$ cat src/rtl/timer_pkg.sv
package timer_pkg;

    localparam int TMR_W    = 16;
    localparam int BASE_RES = 8;
    localparam int SEL_W    = 2;

    typedef logic [TMR_W-1:0] tval_t;

    typedef enum logic [1:0] {
        MODE_NORMAL   = 2'd0,
        MODE_CLEAR    = 2'd1,
        MODE_PWM_UPDN = 2'd2,
        MODE_PWM_WRAP = 2'd3
    } cnt_mode_e;

    typedef struct packed {
        cnt_mode_e mode;
        logic      pwm_on;
        tval_t     top;
        tval_t     cmp_eff;
    } timer_cfg_t;

    typedef struct packed {
        tval_t value;
        logic  down;
    } cnt_state_t;

    // Period top for a given resolution select; all ones when PWM is off.
    function automatic tval_t top_for(input logic [SEL_W-1:0] sel);
        tval_t t;
        if (sel == '0)
            t = '1;
        else
            t = tval_t'((32'd1 << (BASE_RES - 1 + int'(sel))) - 32'd1);
        return t;
    endfunction

endpackage

$ cat src/rtl/timer_mode_dec.sv
module timer_mode_dec
    import timer_pkg::*;
(
    input  logic [SEL_W-1:0] pwm_sel,
    input  logic             clr_on_match,
    input  tval_t            cmp_a,
    output timer_cfg_t       cfg
);

    always_comb begin
        cfg.pwm_on  = (pwm_sel != '0);
        cfg.top     = top_for(pwm_sel);
        cfg.cmp_eff = cfg.pwm_on ? (cmp_a & cfg.top) : cmp_a;
        unique case ({cfg.pwm_on, clr_on_match})
            2'b00:   cfg.mode = MODE_NORMAL;
            2'b01:   cfg.mode = MODE_CLEAR;
            2'b10:   cfg.mode = MODE_PWM_UPDN;
            default: cfg.mode = MODE_PWM_WRAP;
        endcase
    end

endmodule

$ cat src/rtl/timer_count_core.sv
module timer_count_core
    import timer_pkg::*;
(
    input  logic       clk,
    input  logic       rst,
    input  logic       tick,
    input  timer_cfg_t cfg,
    output tval_t      count
);

    cnt_state_t cur, nxt;

    always_comb begin
        nxt = cur;
        unique case (cfg.mode)
            MODE_NORMAL: begin
                nxt.value = cur.value + tval_t'(1);
                nxt.down  = 1'b0;
            end
            MODE_CLEAR: begin
                nxt.value = (cur.value == cfg.cmp_eff) ? '0 : cur.value + tval_t'(1);
                nxt.down  = 1'b0;
            end
            MODE_PWM_WRAP: begin
                nxt.value = (cur.value >= cfg.top) ? '0 : cur.value + tval_t'(1);
                nxt.down  = 1'b0;
            end
            default: begin
                if (!cur.down) begin
                    if (cur.value >= cfg.top) begin
                        nxt.value = cur.value - tval_t'(1);
                        nxt.down  = 1'b1;
                    end else begin
                        nxt.value = cur.value + tval_t'(1);
                    end
                end else if (cur.value == '0) begin
                    nxt.value = tval_t'(1);
                    nxt.down  = 1'b0;
                end else begin
                    nxt.value = cur.value - tval_t'(1);
                end
            end
        endcase
    end

    always_ff @(posedge clk) begin
        if (rst) begin
            cur.value <= '0;
            cur.down  <= 1'b0;
        end else if (tick) begin
            cur <= nxt;
        end
    end

    assign count = cur.value;

endmodule

$ cat src/rtl/timer_out_stage.sv
module timer_out_stage
    import timer_pkg::*;
(
    input  logic       tick,
    input  timer_cfg_t cfg,
    input  tval_t      count,
    output logic       match_pulse,
    output logic       pwm_out
);

    logic equal_cmp;
    logic below_cmp;

    always_comb begin
        equal_cmp   = (count == cfg.cmp_eff);
        below_cmp   = (count < cfg.cmp_eff);
        match_pulse = tick & equal_cmp;
        pwm_out     = cfg.pwm_on & below_cmp;
    end

endmodule

$ cat src/rtl/pwm_timer16.sv
module pwm_timer16
    import timer_pkg::*;
(
    input  logic              clk,
    input  logic              rst,
    input  logic              tick,
    input  logic [1:0]        pwm_sel,
    input  logic              clr_on_match,
    input  logic [15:0]       cmp_a,
    output logic [15:0]       count,
    output logic              match_pulse,
    output logic              pwm_out
);

    timer_cfg_t cfg;
    tval_t      cnt_q;

    timer_mode_dec u_dec (
        .pwm_sel      (pwm_sel),
        .clr_on_match (clr_on_match),
        .cmp_a        (cmp_a),
        .cfg          (cfg)
    );

    timer_count_core u_core (
        .clk   (clk),
        .rst   (rst),
        .tick  (tick),
        .cfg   (cfg),
        .count (cnt_q)
    );

    timer_out_stage u_out (
        .tick        (tick),
        .cfg         (cfg),
        .count       (cnt_q),
        .match_pulse (match_pulse),
        .pwm_out     (pwm_out)
    );

    assign count = cnt_q;

endmodule

$ cat config.mk
export PLATFORM = sky130hd
export DESIGN_NAME = pwm_timer16
export DESIGN_NICKNAME = d
export VERILOG_FILES = /design/src/rtl/timer_pkg.sv /design/src/rtl/timer_mode_dec.sv /design/src/rtl/timer_count_core.sv /design/src/rtl/timer_out_stage.sv /design/src/rtl/pwm_timer16.sv
export SDC_FILE = /design/constraint.sdc
export NUM_CORES = 1
export LEC_CHECK = 0
export CORE_ASPECT_RATIO = 0.75
export CORE_MARGIN = 4
export CORE_UTILIZATION = 45
export DETAILED_ROUTE_END_ITERATION = 8
export PLACE_DENSITY = 0.75
export REMOVE_ABC_BUFFERS = 1
export SLEW_MARGIN = 20
export SYNTH_ARGS = -nofsm -noshare
export SYNTH_HDL_FRONTEND = slang
export SYNTH_HIERARCHICAL = 1
export SYNTH_SLANG_ARGS = --single-unit
$ cat constraint.sdc
create_clock -name clk -period 6.2 [get_ports clk]
set_input_delay 1.86 -clock clk [delete_from_list [all_inputs] [get_ports clk]]
set_output_delay 1.86 -clock clk [all_outputs]
set_load 0.05 [all_outputs]
==> qor.txt <==
Distinct cells, synth: 75
status: completed
GR Util met3: 1.62%
post-synthesis async set-or-reset flop share: 0%
Multi-input gate area: 2170 um2
max-cap violation count: 0
Core Util, Final: 53.1%
grt total ovfl: 0
Worst Max-Slew Pin Slew: 0.877 ns
PwrDens: 293 nW/um2
Pre-antenna DRT Iters: 5
Synth Flop Type: dfxtp_1
final slew viol count: 0
via count: 2768
switching part of the total: 51.3%
# diodes: 0
met2 Track Usage GR: 29.1%
I/O pins: 40
Mapped Cells: 379
crit end category: output pin
deepest clock path buffer count: 2
Finished Layout Cells: 473
Worst-path clk slew: 0.07 ns
CTS H-tree lvls: 1
Pint: 0.476 mW
drt via density: 5.85
post-synthesis sequential area ratio: 11.6%
DR iter-0 viols: 187
Die Ht: 77.8 um
Arr. time, crit path: 4.22 ns
Placer Congestion: 0.916
clock power share: 9.1%
Reg area: 340 um2
most used cell along the critical path: inv_1
Die X-Extent: 101 um
crit-path max FO: 7
I/O Buffers: 39
synth warn: 6
unrepaired setup endpoints after global routing: no
DR WL/cell: 16.0 um
DP Wirelength: 5850 um
commonest cells after routing, fill and taps aside: 44 x inv_1, 37 x clkdlybuf4s50_1, 34 x ha_1
FF+latch count, synth: 17
layout cell share with drive strength beyond 1: 15.1%
sequential share of power: 20.5%
CP Cell Sequence: clkdlybuf4s50_1 -> inv_1 -> ha_2 -> nand2b_4 -> buf_4 -> and2_4 -> inv_1 -> ha_1 -> nor2b_1 -> o211ai_1 -> a2111oi_4 -> nor4_4 -> buf_12
Row Count: 25
GR Util met1: 27.8%
initial antenna violation count: 0
area grow syn2layout: 14.2%
Root Driver: clkbuf_8
DP Cell Count: 467
largest net degree at the start of global routing: 15
vias in the first global route: 2563
final hold vios: 0
Final setup viols: 0
wire length of the first global-routing pass: 12300 um
Clock Skews: 0.00570 ns
Die Footprint: 7860 um2
worst min path class: reg2reg
Routed WL: 7590 um
min cycle time layout: 6.08 ns
Max transition margin: 41.3%
leakage: 1.50 nW
CP Launch Type: input pin
combinational share of power: 70.4%
Crit Path Category: in2out
TritonCTS clock tree: done
Skew-Pair Late Insertion Delay: 0.26 ns
final instance area: 3340 um2
number of remaining DRC errors: 0
Total GRT Usage: 18.8%
antenna-violating nets left: 0
average cell area after synthesis: 7.71 um2
Cell Area, Synth: 2920 um2
slowest library cell on the worst path: clkdlybuf4s50_1
cts bufs inserted: 3
fmax: 164 MHz
most common library cell in the layout ignoring fill and taps: inv_1
area of the core: 6290 um2
Slowest Stage Delay on Critical Path: 0.48 ns
layer with the highest usage: met2
Clock Sinks: 17
CTS hold repair buffers: 0
Post-synth EDFFs: 0
Critical Path RT: 4.34 ns
period utilization: 98.1%
Peak VDD IR: 0.232 mV
final net count: 452
Fill cells: 621
Psw: 0.502 mW
placed cell area: 3220 um2
starting density of the core: 46.5%
-- critical path: cells and delay by family --
| kind | cells | cell delay, ns |
|---|---|---|
| buffers and inverters | 5 | 0.91 |
| and+or+nand+nor | 4 | 0.65 |
| adders and majority gates | 2 | 0.41 |
| AOI/OAI and AO/OA | 2 | 0.37 |
-- synth_stat cells (3+ instances only) --
| cell type | count | area, um2 |
|---|---|---|
| o32ai_1 | 3 | 26.3 |
| nand2_1 | 23 | 86.3 |
| xor2_1 | 11 | 96.3 |
| and2_4 | 4 | 35.0 |
| nand3_1 | 17 | 85.1 |
| nor3_2 | 5 | 50.1 |
| clkbuf_1 | 6 | 22.5 |
| nor3_1 | 8 | 40.0 |
| nor2b_1 | 3 | 18.8 |
| xnor2_1 | 6 | 52.6 |
| a31oi_1 | 3 | 18.8 |
| dfxtp_1 | 17 | 340 |
| nand4_1 | 10 | 62.6 |
| nor2_1 | 13 | 48.8 |
| mux2i_1 | 6 | 60.1 |
| ha_1 | 37 | 463 |
| nand2b_1 | 5 | 31.3 |
| inv_1 | 44 | 165 |
| a21o_1 | 4 | 30.0 |
| a211oi_1 | 3 | 22.5 |
| and2_2 | 6 | 45.0 |
| buf_4 | 30 | 225 |
| and2_1 | 6 | 37.5 |
| nor3b_1 | 3 | 22.5 |
| nor4_1 | 5 | 31.3 |
| a21oi_1 | 14 | 70.1 |
| o21ai_0 | 11 | 55.1 |
| buf_2 | 5 | 25.0 |
| a21boi_0 | 3 | 22.5 |
| or4_1 | 3 | 22.5 |
| and3_1 | 7 | 43.8 |
-- path summary, 6_finish.rpt --
| path | end | cells past startpoint | slack, ns | start |
|---|---|---|---|---|
| min reg2reg | u_core/cur[0]$_SDFFE_PP0P_ | 2 | 0.56 | u_core/cur[0]$_SDFFE_PP0P_ |
| min | u_core/cur[0]$_SDFFE_PP0P_ | 2 | 0.56 | u_core/cur[0]$_SDFFE_PP0P_ |
| max | pwm_out | 13 | 0.12 | pwm_sel[0] |
| max reg2reg | u_core/count[15]$_SDFFE_PP0P_ | 10 | 2.89 | u_core/count[0]$_SDFFE_PP0P_ |
-- power by group through the flow --
stage / clock network, mW / registers (mW) / logic (mW)
floorplan: 0 / 0.248 / 0.407
global placement: 0 / 0.201 / 0.644
detailed placement: 0 / 0.202 / 0.657
CTS: 0.0895 / 0.199 / 0.667
global route: 0.0927 / 0.211 / 0.746
finish: 0.0889 / 0.201 / 0.688
-- per-layer routing --
layer	part of all wire, %	vias up
li1	-	1356
met1	48	1302
met2	44	102
met3	7.1	8
met4	0.75	0
met5	0	-
-- stage by stage --
stage                     worst slack, ns  power, mW  hold WS, ns  setup TNS, ns
after detailed placement          -0.0203      0.859        0.559        -0.0203
after floorplan                    -0.533      0.656        0.506         -0.691
after CTS                          0.0363      0.956        0.569              0
after global placement             0.0496      0.845        0.553              0
final                               0.121      0.978        0.561              0
after global routing               0.0149       1.05        0.614              0
-- cell type report --
type / instances / area share, %
clock buffers: 4 / 1.35
flip-flops and latches: 17 / 10.2
multi-input cells: 274 / 64.9
well taps: 81 / 3.04
repair buffers: 53 / 15.6
inverters: 44 / 4.95
-- repair_timing --
action	4_1_cts	5_1_grt
hold endpoints to repair	0	0
setup endpoints to repair	1	2
gates resized for setup	1	12
pin swaps	0	2
buffers inserted	0	2
-- kinds of logic (layout without fill, tap and decap cells) --
logic type / count (synthesis) / in the layout / synth area share [%]
AO/OA/AOI/OAI: 71 / 71 / 18.8
multiplexers: 7 / 7 / 2.44
buffers and inverters: 88 / 101 / 15.9
XOR/XNOR: 17 / 17 / 5.10
flip-flops: 17 / 17 / 11.6
adder cells (fa/ha/maj): 37 / 37 / 15.8
AND/OR/NAND/NOR: 142 / 142 / 30.3
-- flip-flops by register name, summed over array words and instances, names as in the netlist --
name and count:
u_core/count 16, u_core/cur 1
Note: power is estimated with default switching activity, not from simulation.
